$ cat config.mk
export PLATFORM = sky130hd
export DESIGN_NAME = ecc_err_capture
export DESIGN_NICKNAME = d
export VERILOG_FILES = /design/src/rtl/ecc_cap_pkg.sv /design/src/rtl/ecc_cap_ctl.sv /design/src/rtl/ecc_cap_latch.sv /design/src/rtl/ecc_cap_scrub.sv /design/src/rtl/ecc_err_capture.sv
export SDC_FILE = /design/constraint.sdc
export NUM_CORES = 1
export LEC_CHECK = 0
export ABC_AREA = 1
export BUFFER_PORTS_ARGS = -buffer_cell sky130_fd_sc_hd__buf_2
export CAP_MARGIN = 40
export CORE_MARGIN = 2
export CORE_UTILIZATION = 47
export CTS_BUF_LIST = sky130_fd_sc_hd__clkbuf_16
export DETAILED_ROUTE_END_ITERATION = 8
export PLACE_DENSITY = 0.81
export SYNTH_ARGS = -nofsm -noshare
export SYNTH_HDL_FRONTEND = slang
export SYNTH_SLANG_ARGS = --single-unit
export TNS_END_PERCENT = 5
$ cat constraint.sdc
create_clock -name clk_i -period 1.7 [get_ports clk_i]
set_input_delay 0.34 -clock clk_i [delete_from_list [all_inputs] [get_ports clk_i]]
set_output_delay 0.34 -clock clk_i [all_outputs]
set_load 0.01 [all_outputs]
$ cat src/rtl/ecc_cap_pkg.sv
package ecc_cap_pkg;
  localparam int REG_W = 32;

  // status encoding in bits 1:0; one-hot, multi-bit in bit 1
  typedef enum logic [1:0] {
    ERR_NONE   = 2'b00,
    ERR_SINGLE = 2'b01,
    ERR_MULTI  = 2'b10
  } err_kind_e;

  typedef struct packed {
    logic scrub_dis;
    logic serr_en;
    logic nmi_en;
  } ctl_t;

  localparam int BIT_SCRUB_DIS = 31;
  localparam int BIT_SERR_EN   = 3;
  localparam int BIT_NMI_EN    = 2;
  localparam int BIT_MBE       = 1;
  localparam int BIT_SBE       = 0;
endpackage

$ cat src/rtl/ecc_cap_ctl.sv
module ecc_cap_ctl
  import ecc_cap_pkg::*;
(
  input  logic             clk_i,
  input  logic             rst_ni,
  input  logic             wr_i,
  input  logic [REG_W-1:0] wdata_i,
  output ctl_t             ctl_o
);
  always_ff @(posedge clk_i or negedge rst_ni) begin
    if (!rst_ni) begin
      ctl_o <= '0;
    end else if (wr_i) begin
      ctl_o.scrub_dis <= wdata_i[BIT_SCRUB_DIS];
      ctl_o.serr_en   <= wdata_i[BIT_SERR_EN];
      ctl_o.nmi_en    <= wdata_i[BIT_NMI_EN];
    end
  end
endmodule

$ cat src/rtl/ecc_cap_latch.sv
module ecc_cap_latch
  import ecc_cap_pkg::*;
#(
  parameter int ADDR_W = 31,
  parameter int PTR_W  = 19,
  parameter int SYN_W  = 8
) (
  input  logic              clk_i,
  input  logic              rst_ni,
  input  logic              ecc_en_i,
  input  logic              sbe_i,
  input  logic              mbe_i,
  input  logic [ADDR_W-1:0] addr_i,
  input  logic [SYN_W-1:0]  syn_i,
  input  logic              release_i,
  output err_kind_e         kind_o,
  output logic [PTR_W-1:0]  ptr_o,
  output logic [SYN_W-1:0]  syn_o
);
  logic held, capture;

  assign held    = (kind_o != ERR_NONE);
  // a release in this cycle wins over a new error
  assign capture = ecc_en_i && !held && !release_i && (sbe_i || mbe_i);

  always_ff @(posedge clk_i or negedge rst_ni) begin
    if (!rst_ni) begin
      kind_o <= ERR_NONE;
      ptr_o  <= '0;
      syn_o  <= '0;
    end else if (release_i) begin
      kind_o <= ERR_NONE;
    end else if (capture) begin
      kind_o <= mbe_i ? ERR_MULTI : ERR_SINGLE;
      ptr_o  <= addr_i[ADDR_W-1 -: PTR_W];
      syn_o  <= syn_i;
    end
  end
endmodule

$ cat src/rtl/ecc_cap_scrub.sv
module ecc_cap_scrub #(
  parameter int ADDR_W = 31
) (
  input  logic              clk_i,
  input  logic              rst_ni,
  input  logic              ecc_en_i,
  input  logic              sbe_i,
  input  logic              mbe_i,
  input  logic              dis_i,
  input  logic [ADDR_W-1:0] addr_i,
  output logic              vld_o,
  output logic [ADDR_W-1:0] addr_o
);
  logic fire;
  assign fire = ecc_en_i && sbe_i && !mbe_i && !dis_i;

  always_ff @(posedge clk_i or negedge rst_ni) begin
    if (!rst_ni) begin
      vld_o  <= 1'b0;
      addr_o <= '0;
    end else begin
      vld_o <= fire;
      if (fire) addr_o <= addr_i;
    end
  end
endmodule

$ cat src/rtl/ecc_err_capture.sv
module ecc_err_capture
  import ecc_cap_pkg::*;
#(
  parameter int ADDR_W = 31,
  parameter int SYN_W  = 8
) (
  input  logic              clk_i,
  input  logic              rst_ni,
  input  logic              ecc_en_i,
  input  logic              sbe_i,
  input  logic              mbe_i,
  input  logic [ADDR_W-1:0] err_addr_i,
  input  logic [SYN_W-1:0]  syndrome_i,
  input  logic              reg_wr_i,
  input  logic [31:0]       reg_wdata_i,
  output logic [31:0]       reg_rdata_o,
  output logic              nmi_o,
  output logic              serr_o,
  output logic              scrub_vld_o,
  output logic [ADDR_W-1:0] scrub_addr_o
);
  // pointer fills the bits between the scrub-disable bit and the syndrome
  localparam int PTR_W = REG_W - 5 - SYN_W;

  ctl_t               ctl;
  err_kind_e          kind;
  logic [PTR_W-1:0]   ptr;
  logic [SYN_W-1:0]   syn;
  logic               release_w;

  assign release_w = reg_wr_i && reg_wdata_i[BIT_MBE] && reg_wdata_i[BIT_SBE];

  ecc_cap_ctl u_ctl (
    .clk_i   (clk_i),
    .rst_ni  (rst_ni),
    .wr_i    (reg_wr_i),
    .wdata_i (reg_wdata_i),
    .ctl_o   (ctl)
  );

  ecc_cap_latch #(.ADDR_W(ADDR_W), .PTR_W(PTR_W), .SYN_W(SYN_W)) u_latch (
    .clk_i     (clk_i),
    .rst_ni    (rst_ni),
    .ecc_en_i  (ecc_en_i),
    .sbe_i     (sbe_i),
    .mbe_i     (mbe_i),
    .addr_i    (err_addr_i),
    .syn_i     (syndrome_i),
    .release_i (release_w),
    .kind_o    (kind),
    .ptr_o     (ptr),
    .syn_o     (syn)
  );

  ecc_cap_scrub #(.ADDR_W(ADDR_W)) u_scrub (
    .clk_i    (clk_i),
    .rst_ni   (rst_ni),
    .ecc_en_i (ecc_en_i),
    .sbe_i    (sbe_i),
    .mbe_i    (mbe_i),
    .dis_i    (ctl.scrub_dis),
    .addr_i   (err_addr_i),
    .vld_o    (scrub_vld_o),
    .addr_o   (scrub_addr_o)
  );

  assign reg_rdata_o = {ctl.scrub_dis, ptr, syn, ctl.serr_en, ctl.nmi_en, kind};
  assign nmi_o  = ecc_en_i && kind[BIT_SBE] && ctl.nmi_en;
  assign serr_o = ecc_en_i && kind[BIT_MBE] && ctl.serr_en;
endmodule

# Yosys cells after proc, flatten, opt, wreduce, memory -nomap -nowiden
# Cells that the tools add are included.
[word_totals] regBits=64 output_inout_bits=66 ramBits=0 memories=0 input_bits=77 word_cells=32 latchBits=0 mem_bits_ro=0
[op_classes] n_reduce_logical=20 div_mod_pow=0 addsub=0 n_lt_le_gt_ge=0 n_mul=0 n_bitwise=1 mux=3 eq_ne=0 shifts=0
[op_table] op="$logic_and A1 B1 Y1" n=12
[op_table] op="$mux W2" n=3
[op_table] op="$logic_not A1 Y1" n=4
[op_table] op="$reduce_bool A2 Y1" n=2
[op_table] op="$reduce_and A2 Y1" n=1
[op_table] op="$logic_or A1 B1 Y1" n=1
[op_table] op="$not A1 Y1" n=1

# Longest topological paths before layout
# Gate-level depths: netlist (run 1).
[logic_depth] depth_word=7 mapped_depth=7 ltp_nobuf=6

# Modules after synthesis
# From an unflattened synthesis (run 1), not the netlist that was laid out.
[hier_totals] hier_cells=295 area_unflattened_um2=2737.6
[by_module_without_submodules] mod="ecc_cap_latch" cells_per_inst=134 seq_area_each_um2=725.7 area_per_inst_um2=1297.5 instances=1
[by_module_without_submodules] mod="ecc_cap_scrub" cells_per_inst=139 seq_area_each_um2=800.8 area_per_inst_um2=1288.7 instances=1
[by_module_without_submodules] mod="ecc_cap_ctl" cells_per_inst=13 seq_area_each_um2=75.1 area_per_inst_um2=112.6 instances=1
[by_module_without_submodules] mod="ecc_err_capture" cells_per_inst=9 seq_area_each_um2=0.0 area_per_inst_um2=38.8 instances=1

# Worst setup path before layout (run 1)
# No wires, ideal clock.
[synth_timing] path_kind="reg-to-output" startpoint="reg u_latch.kind_o[1]" endpoint="out serr_o" path_buffers=1 path_stages_with_launch=4 slack_ps=353 required_time_ps=1360 arrival_time_ps=1007 path_cell_list="dfrtp_1 inv_1 clkbuf_1 nor3_1"
[synth_between] elab_chain_len=2
[synth_rtl] element="from (decl)" line_no="ecc_cap_latch.sv:16" rtl="output err_kind_e kind_o,"
[synth_rtl] element="from (signal assigned)" line_no="ecc_cap_latch.sv:34" rtl="kind_o <= mbe_i ? ERR_MULTI : ERR_SINGLE;"
[synth_rtl] element="$logic_and A1 B1 Y1 (2 in series)" line_no="ecc_err_capture.sv:69" rtl="assign serr_o = ecc_en_i && kind[BIT_MBE] && ctl.serr_en;"
[synth_rtl] element="to (decl)" line_no="ecc_err_capture.sv:18" rtl="output logic serr_o,"
# No other way between the ends.

# Final worst setup path (run 1)
# Ends and elaborated chain as after synthesis.

==> out/results.ini, run 1 <==
[synth]
synth_area_sq_mm=0.00257
synthSimpleGateAreaFrac_pct=31.6
yosys_warnings=0
synth_edf_count=0
yosys_most_used_dff=dfrtp_1
synth_area_leader_cell=dfrtp_1
syn_inst=283
synth_compound_area_share_pct=0.877
yosys_register_bits=64
synth_top_family_by_area=simple AND/OR/NAND/NOR gates
avgSynthCellArea_sq_um=9.07
mappedNetlistNets=360
ys_seq_area_share_pct=62.4
synth_fa_ha_area_share_pct=0
synthTopCellsByArea=dfrtp_1, nand2_1, nand4_1
synthArstFlopShare_pct=100
yosys-mux-area-fraction_pct=0
synth_xor_area_share_pct=0
synth.distinct_cells=17
synth_top_cell_area_share_pct=62.4

[clock_tree]
cts_buffers=9
cts_sinks=64
cts-resized-gates=0
holdBufCountCts=0
path_clk_slew_ns=0.05
cts_setup_buffers=0
cts_max_level=3
cts_root_buffer=clkbuf_16
clock_path_buffers=2
cts_tree=done
clk_latency_ns=0.32

[setup_path]
endpoint=serr_o
arrival_ns=1.30
crit_type=register to primary output
end_kind=primary output
reg2reg_depth=6
cp_max_fo=9
reg2reg_to=u_latch.ptr_o[0]
startpoint_type=register
worstPathRequired_ns=1.36
reg2reg_slack_ns=0.29
reg2reg_from=u_latch.kind_o[0]
crit_start=u_latch.kind_o[1]

[sta]
worstMarginPinSlew_ns=0.586
slew_violations=0
rsz0062_at_grt=false
min_period_ns=1.64
fin_worst_skew_ns=0.00549
setup-violations-final=0
finalSetupTns_ns=0
slew-limit-headroom_pct=60.9
final-hold-violation-count=0
period_share_pct=96.2
hold_ws_ns=0.0231
fin_ws_ns=0.0640
fmax_mhz=611

[power_and_ir_drop]
p_leak_nw=2.03
total_power_mw=5.30
p_seq_share_pct=42.6
combinationalPowerShare_pct=28.5
cellPowerDensity_mw_per_mm2=1530
ir_drop_uv=787
p_clk_share_pct=28.9
switching_share_pct=32.8
p_int_mw=3.56
power_switching_mw=1.74

[global_routing]
antenna_found_initial=0
grt_pass1_vias=2405
grt-ovfl-total=0
grt_usage_pct=23.1
grt_max_degree=33
grt_pass1_wl_microns=10900

[routing]
detail_route.wl_per_cell_microns=13.9
postRouteWirelength_microns=6560
viasPerCell=4.84
drt_iter0_markers=122
drt-met1-wl_microns=2790
drt_pass1_iterations=4
dr.max_layer_used=met4
wl_met3_microns=408
route.met2.wl_microns=3300
antenna_left=0
drc=0
num_vias=2283

[place]
preCtsSetupSlack_ns=0.293
dp.cells=457
io_buffer_count=115
hpwlAfterDp_microns=4560
place_area_sq_mm=0.00321
gp_congestion=0.872

[layout]
diodes=0
layout_common_cells=nand2_1, buf_2, dfrtp_1
utilization_pct=66.4
drive_gt1_share_pct=33.8
final_area_sq_mm=0.00345
multi_input_area_sq_um=835
fillers=443
fin_cells=472
mostFrequentLayoutCell=nand2_1
syn_to_final_growth_pct=34.6
ff_latch_area_sq_mm=0.00160
final_nets=475

[die]
row_count=26
die_w_microns=77.9
die_h_microns=77.9
ios=143
die-area_sq_mm=0.00607
initial_core_util_pct=49.3
core_sq_mm=0.00520

[min_path]
min_path_type=primary input to asynchronous set/reset pin

[run_status]
outcome=completed

[job]
cap_violations=0

-- synthesized netlist by cell type, types with 2 or more instances --
master    instances
buf_2             6
buf_4             3
buf_6             2
clkbuf_1          6
dfrtp_1          64
inv_1             6
inv_2             2
nand2_1         154
nand4_1          29
nor3_1            2
o21ai_0           3
-- state kept, by name, indices dropped and copies added (netlist names) --
register        cells
u_scrub.addr_o     31
u_latch.ptr_o      19
u_latch.syn_o       8
u_ctl.ctl_o         3
u_latch.kind_o      2
u_scrub.vld_o       1
-- layer usage --
layer	up-vias	track usage, %
li1	1133	-
met1	1067	29.0
met2	77	38.8
met3	6	4.88
met4	0	9.65
met5	-	0
-- cell families after synthesis --
| group | count (synthesis) |
|---|---|
| buffers and inverters | 26 |
| DFF | 64 |
| and+or+nand+nor | 189 |
| AOI/OAI and AO/OA | 4 |
-- cell type report --
type	instances	area share (%)
clock buffers	9	6.52
clock inverters	6	0.652
inverters	8	0.869
multi-input cells	193	24.2
flip-flops and latches	64	46.4
well taps	70	2.54
repair buffers	122	18.9
-- how the worst min path moves through the flow --
stage	to	depth (start not counted)
finish	u_scrub.addr_o[1]	1
global route	u_scrub.addr_o[12]	1
CTS	u_scrub.addr_o[1]	1
detailed placement	u_scrub.addr_o[1]	1
global placement	u_scrub.addr_o[8]	1
floorplan	u_ctl.ctl_o[0]	0
-- critical path, stage by stage, from the launching register on --
cell	delay, ns
dfrtp_1	0.36
inv_1	0.16
nor3_1	0.28
buf_2	0.18
-- power by group through the flow --
stage                     clock network, mW  logic, mW  registers [mW]
after floorplan                           0      0.567            2.50
after global routing                   1.62       1.70            2.32
after detailed placement                  0       1.52            2.27
final                                  1.53       1.51            2.26
after global placement                    0       1.49            2.25
after CTS                              1.55       1.53            2.26
No activity file was read; power rests on OpenSTA's default activity.
==> run 2: changes to the inputs <==
--- a/config.mk
+++ b/config.mk
@@ -6,13 +6,14 @@
 export NUM_CORES = 1
 export LEC_CHECK = 0
 export ABC_AREA = 1
-export BUFFER_PORTS_ARGS = -buffer_cell sky130_fd_sc_hd__buf_2
+export BUFFER_PORTS_ARGS = -buffer_cell sky130_fd_sc_hd__buf_4
 export CAP_MARGIN = 40
+export CORE_ASPECT_RATIO = 1.25
 export CORE_MARGIN = 2
 export CORE_UTILIZATION = 47
 export CTS_BUF_LIST = sky130_fd_sc_hd__clkbuf_16
 export DETAILED_ROUTE_END_ITERATION = 8
-export PLACE_DENSITY = 0.81
+export PLACE_DENSITY = 0.84
 export SYNTH_ARGS = -nofsm -noshare
 export SYNTH_HDL_FRONTEND = slang
 export SYNTH_SLANG_ARGS = --single-unit
==> run 2 against run 1 <==
Effect of this change:
- highest routed layer unchanged
- sequential share of layout area fell by 4.3 points
- fmax rose by 13%
- critical endpoint unchanged
- count of clock-buffer cells in the layout did not move
- critical path depth did not move
- global-route usage fell by 0.15 points
- worst setup slack improved by 0.18 ns
- power rose by 13%
==> out/results.ini, run 2 (same netlist as run 1, synthesis figures left out) <==
[sta]
min_period_ns=1.45  ; -0.185 ns
slew-limit-headroom_pct=71.2  ; +10 points
final-hold-violation-count=0  ; unchanged
fmax_mhz=689  ; +13%
rsz0062_at_grt=false
fin_worst_skew_ns=0.00399  ; -0.00150 ns
worstMarginPinSlew_ns=0.432  ; -0.154 ns
period_share_pct=85.4  ; -11 points
setup-violations-final=0  ; unchanged
slew_violations=0  ; unchanged
finalSetupTns_ns=0  ; unchanged
hold_ws_ns=0.220  ; +0.197 ns

[routing]
postRouteWirelength_microns=6620  ; +0.88%
detail_route.wl_per_cell_microns=14.1  ; +1.7%
drc=0  ; unchanged
viasPerCell=5.04  ; +4.1%
drt_pass1_iterations=4  ; unchanged
drt_iter0_markers=170  ; +39%
antenna_left=0  ; unchanged
num_vias=2357  ; +3.2%

[clock_tree]
cts_max_level=3  ; unchanged
clk_latency_ns=0.31  ; about the same
cts_root_buffer=clkbuf_16
cts_buffers=9  ; unchanged
cts_tree=done
path_clk_slew_ns=0.05  ; about the same
clock_path_buffers=2  ; unchanged
cts_sinks=64  ; unchanged
cts_setup_buffers=0  ; unchanged

[place]
hpwlAfterDp_microns=4640  ; +1.8%
place_area_sq_mm=0.00349  ; +9.0%
io_buffer_count=115  ; unchanged
gp_congestion=0.745  ; -15%

[setup_path]
cp_max_fo=4  ; -5
crit_type=register to primary output
max_stage_delay_ns=0.35  ; about the same
worstPathRequired_ns=1.36  ; about the same
reg2reg_to=u_latch.ptr_o[18]
reg2reg_slack_ns=0.27  ; -0.02 ns
startpoint_type=register
crit_slowest_cell=dfrtp_1
end_kind=primary output
reg2reg_depth=6  ; unchanged
arrival_ns=1.11  ; -0.19 ns
crit_family=flip-flops
reg2reg_from=u_latch.kind_o[0]
crit_buf_inv=2  ; unchanged
cp_cell_sequence=inv_1, nor3_1, buf_4

[global_routing]
grt_max_degree=34  ; +3.0%
antenna_found_initial=0  ; unchanged
grt_usage_pct=22.9  ; -0.15 points
grt-ovfl-total=0  ; unchanged
grt_pass1_vias=2309  ; -4.0%
grt_pass1_wl_microns=11000  ; +0.13%

[power_and_ir_drop]
ir_drop_uv=823  ; +4.5%
power_switching_mw=1.81  ; +3.9%
total_power_mw=5.97  ; +13%
p_leak_nw=2.13  ; +5.0%
p_clk_share_pct=31.1  ; +2.2 points
switching_share_pct=30.2  ; -2.6 points
p_seq_share_pct=38.3  ; -4.3 points
cellPowerDensity_mw_per_mm2=1570  ; +2.3%
combinationalPowerShare_pct=30.6  ; +2.1 points
p_int_mw=4.16  ; +17%

[job]
cap_violations=0  ; unchanged

[layout]
syn_to_final_growth_pct=48.2
layout_common_cells=nand2_1, buf_4, dfrtp_1
final_nets=477  ; +0.42%
largest_reg_flops=31  ; unchanged
final_area_sq_mm=0.00381  ; +10%
top_register=u_scrub.addr_o
diodes=0  ; unchanged
mostFrequentLayoutCell=nand2_1
utilization_pct=70.9  ; +4.5 points
fillers=407  ; -8.1%
drive_gt1_share_pct=34.7  ; +0.82 points
reg.largest.list=u_scrub.addr_o (31), u_latch.ptr_o (19), u_latch.syn_o (8)

[run_status]
outcome=completed

[min_path]
min_from=err_addr_i[11]
holdPathEnd=u_scrub.addr_o[11]
hold_depth=3
min_path_type=primary input to register

[die]
ios=143  ; unchanged
die-area_sq_mm=0.00607  ; about the same
row_count=30  ; +15%
die_w_microns=70.1  ; -10%
core_sq_mm=0.00537  ; +3.1%
initial_core_util_pct=47.8  ; -1.5 points
die_h_microns=86.6  ; +11%

==> run 2: power by group through the flow <==
stage	clock [mW]	sequential, mW	combinational (mW)
global route	1.94	2.34	2.02
global placement	0	2.29	1.78
detailed placement	0	2.30	1.84
finish	1.86	2.29	1.83
CTS	1.88	2.29	1.85
floorplan	0	2.50	0.567
==> run 2: how the worst max path moves through the flow <==
stage          cells past startpoint  slack (ns)               from                 to
2_1_floorplan                      3        0.35  u_latch.kind_o[1]             serr_o
3_3_place_gp                       6        0.33  u_latch.kind_o[0]   u_latch.ptr_o[7]
3_5_place_dp                       6        0.28  u_latch.kind_o[0]  u_latch.ptr_o[18]
4_1_cts                            3        0.25  u_latch.kind_o[1]             serr_o
5_1_grt                            3        0.12  u_latch.kind_o[1]             serr_o
6_report                           3        0.25  u_latch.kind_o[1]             serr_o
==> run 2: layer usage <==
| layer | GRT usage, % | routed length [microns] | up-vias |
|---|---|---|---|
| li1 | - | - | 1135 |
| met1 | 29.0 | 2670 | 1121 |
| met2 | 39.5 | 3460 | 92 |
| met3 | 3.95 | 405 | 9 |
| met4 | 8.92 | 81 | 0 |
| met5 | 0 | 0 | - |
==> run 2: layout make-up <==
type,instances,area (sq um),area share [%]
multi-input combinational,193,835,21.9
clock buffer,9,225,5.92
timing repair buffer,124,958,25.2
tap,64,80.1,2.10
clock inverter,6,76.3,2.01
inverter,8,30.0,0.789
sequential,64,1600,42.1
==> run 2: what timing repair did <==
| action | CTS | global route |
|---|---|---|
| hold buffers | 1 | 0 |
| endpoints found under the hold margin | 32 | 0 |
| resized for setup | 0 | 0 |
| endpoints found under the setup margin | 0 | 0 |
==> run 2: worst register-to-register path, cell delays in order (launching register included) <==
cell and delay, ns:
dfrtp_1 0.40, inv_2 0.07, nand2_1 0.07, nor2_4 0.22, nand3_4 0.32, nand2_1 0.16
nand2_1 0.07
==> run 2: through the flow <==
| step | setup slack (ns) | cells |
|---|---|---|
| floorplan | 0.353 | 283 |
| detailed placement | 0.276 | 452 |
| global placement | 0.326 | 452 |
| finish | 0.249 | 468 |
| CTS | 0.245 | 468 |
| global route | 0.115 | 468 |
==> run 3: changes to the inputs <==
--- a/config.mk
+++ b/config.mk
@@ -13,7 +13,7 @@
 export CORE_UTILIZATION = 47
 export CTS_BUF_LIST = sky130_fd_sc_hd__clkbuf_16
 export DETAILED_ROUTE_END_ITERATION = 8
-export PLACE_DENSITY = 0.84
+export PLACE_DENSITY_LB_ADDON = 0.15
 export SYNTH_ARGS = -nofsm -noshare
 export SYNTH_HDL_FRONTEND = slang
 export SYNTH_SLANG_ARGS = --single-unit
==> run 3 against run 2 <==
Effect of this change:
- hold slack lost 0.0085 ns
- power shrank 0.44%
- critical path type unchanged
- non-clock buffer count down 2
- combinational power about the same
- die area stayed put
- final area fell by 0.72%
==> out/results.ini, run 3 (same netlist as run 1, synthesis figures left out) <==
[place]
hpwlAfterDp_microns=4330  ; -6.7%
gp_congestion=0.725  ; -2.6%
io_buffer_count=115  ; unchanged
place_area_sq_mm=0.00347  ; -0.79%

[clock_tree]
cts_tree=done
path_clk_slew_ns=0.05  ; about the same
cts_buffers=9  ; unchanged
cts-resized-gates=0  ; unchanged
clock_path_buffers=2  ; unchanged
cts_sinks=64  ; unchanged
cts_root_buffer=clkbuf_16
cts_setup_buffers=0  ; unchanged
clk_latency_ns=0.32  ; about the same
cts_max_level=3  ; unchanged
holdBufCountCts=1  ; unchanged

[global_routing]
antenna_found_initial=0  ; unchanged
grt_pass1_wl_microns=10500  ; -3.8%
grt_max_degree=36  ; +5.9%
grt_pass1_vias=2193  ; -5.0%
grt_usage_pct=22.6  ; -0.37 points
grt-ovfl-total=0  ; unchanged

[sta]
rsz0062_at_grt=false
slew_violations=0  ; unchanged
fmax_mhz=688  ; -0.18%
setup-violations-final=0  ; unchanged
finalSetupTns_ns=0  ; unchanged
fin_worst_skew_ns=0.00322  ; -0.000769 ns
final-hold-violation-count=0  ; unchanged
period_share_pct=85.5  ; +0.16 points
min_period_ns=1.45  ; +0.00267 ns
slew-limit-headroom_pct=63.2  ; -8.0 points
worstMarginPinSlew_ns=0.551  ; +0.119 ns

[setup_path]
arrival_ns=1.11  ; about the same
reg2reg_depth=6  ; unchanged
crit_slowest_cell=dfrtp_1
crit_type=register to primary output
cp_cell_sequence=inv_1, nor3_1, buf_4
startpoint_type=register
reg2reg_to=u_latch.ptr_o[1]
crit_start=u_latch.kind_o[1]
endpoint=serr_o
cp_max_fo=4  ; unchanged
crit_buf_inv=2  ; unchanged
worst-path-stages=3  ; unchanged
reg2reg_slack_ns=0.25  ; -0.02 ns
worstPathRequired_ns=1.36  ; about the same
reg2reg_from=u_latch.kind_o[0]
max_stage_delay_ns=0.34  ; about the same
end_kind=primary output
crit_family=flip-flops

[routing]
num_vias=2282  ; -3.2%
drt_pass1_iterations=4  ; unchanged
drc=0  ; unchanged
detail_route.wl_per_cell_microns=13.7  ; -3.1%
viasPerCell=4.90  ; -2.8%
antenna_left=0  ; unchanged
drt_iter0_markers=181  ; +6.5%
postRouteWirelength_microns=6390  ; -3.5%

[power_and_ir_drop]
cellPowerDensity_mw_per_mm2=1570  ; +0.29%
p_leak_nw=2.12  ; -0.63%
ir_drop_uv=741  ; -10%

[min_path]
min_path_type=primary input to register

[die]
die_w_microns=70.1  ; unchanged
die-area_sq_mm=0.00607  ; unchanged
die_h_microns=86.6  ; unchanged
row_count=30  ; unchanged
ios=143  ; unchanged
core_sq_mm=0.00537  ; unchanged
initial_core_util_pct=47.8  ; unchanged

[layout]
reg.largest.list=u_scrub.addr_o (31), u_latch.ptr_o (19), u_latch.syn_o (8)
top_register=u_scrub.addr_o
mostFrequentLayoutCell=nand2_1
syn_to_final_growth_pct=47.2
final_area_sq_mm=0.00378  ; -0.72%
fillers=443  ; +8.8%
diodes=0  ; unchanged
final_nets=475  ; -0.42%
layout_common_cells=nand2_1, buf_4, dfrtp_1
largest_reg_flops=31  ; unchanged
drive_gt1_share_pct=34.3  ; -0.33 points

[job]
cap_violations=0  ; unchanged

[run_status]
outcome=completed

-- run 3: changes by cell type in the layout (fill, tap and decap cells not counted), sizes merged --
cell / before / now
buf: 123 / 121
-- run 3: worst min-delay path by stage --
stage	start	end	slack [ns]	cells past startpoint
finish	err_addr_i[11]	u_scrub.addr_o[11]	0.21	3
global route	err_addr_i[6]	u_scrub.addr_o[6]	0.22	3
CTS	err_addr_i[6]	u_scrub.addr_o[6]	0.21	3
detailed placement	rst_ni	u_scrub.addr_o[7]	0.30	1
global placement	rst_ni	u_scrub.addr_o[7]	0.30	1
floorplan	rst_ni	u_ctl.ctl_o[0]	0.04	0
-- run 3: worst register-to-register path: stages, from the launching register on --
cell     delay (ns)
dfrtp_1        0.40
inv_2          0.07
nand2_1        0.07
nor2_4         0.24
nand3_4        0.33
nand2_1        0.16
nand2_1        0.06
-- run 3: metrics by stage --
step | power, mW | utilization [%] | worst slack, ns | hold slack [ns] | instances
finish | 5.94 | 70.4 | 0.246 | 0.212 | 466
floorplan | 3.07 | - | 0.353 | 0.0444 | 283
detailed placement | 4.12 | 64.6 | 0.246 | 0.300 | 450
CTS | 6.00 | 70.4 | 0.218 | 0.207 | 466
global route | 6.27 | 70.4 | 0.108 | 0.217 | 466
global placement | 4.07 | 64.6 | 0.285 | 0.296 | 450
-- run 3: per-layer routing --
| metal | GRT usage (%) | vias up | wire [microns] |
|---|---|---|---|
| li1 | - | 1132 | - |
| met1 | 28.1 | 1062 | 2660 |
| met2 | 37.6 | 75 | 3270 |
| met3 | 4.65 | 13 | 333 |
| met4 | 11.2 | 0 | 132 |
| met5 | 0 | - | 0 |
-- run 3: layout make-up --
cell class | count | area [sq um] | area share, %
Clock inverter | 6 | 76.3 | 2.02
Sequential cell | 64 | 1600 | 42.4
Clock buffer | 9 | 225 | 5.96
Inverter | 8 | 30.0 | 0.795
Timing Repair Buffer | 122 | 931 | 24.6
Tap cell | 64 | 80.1 | 2.12
Multi-Input combinational cell | 193 | 835 | 22.1
-- run 3: power breakdown --
group	switching [mW]	internal [mW]	total (mW)
registers	0.264	2.01	2.27
clock network	0.607	1.25	1.86
logic	0.916	0.895	1.81
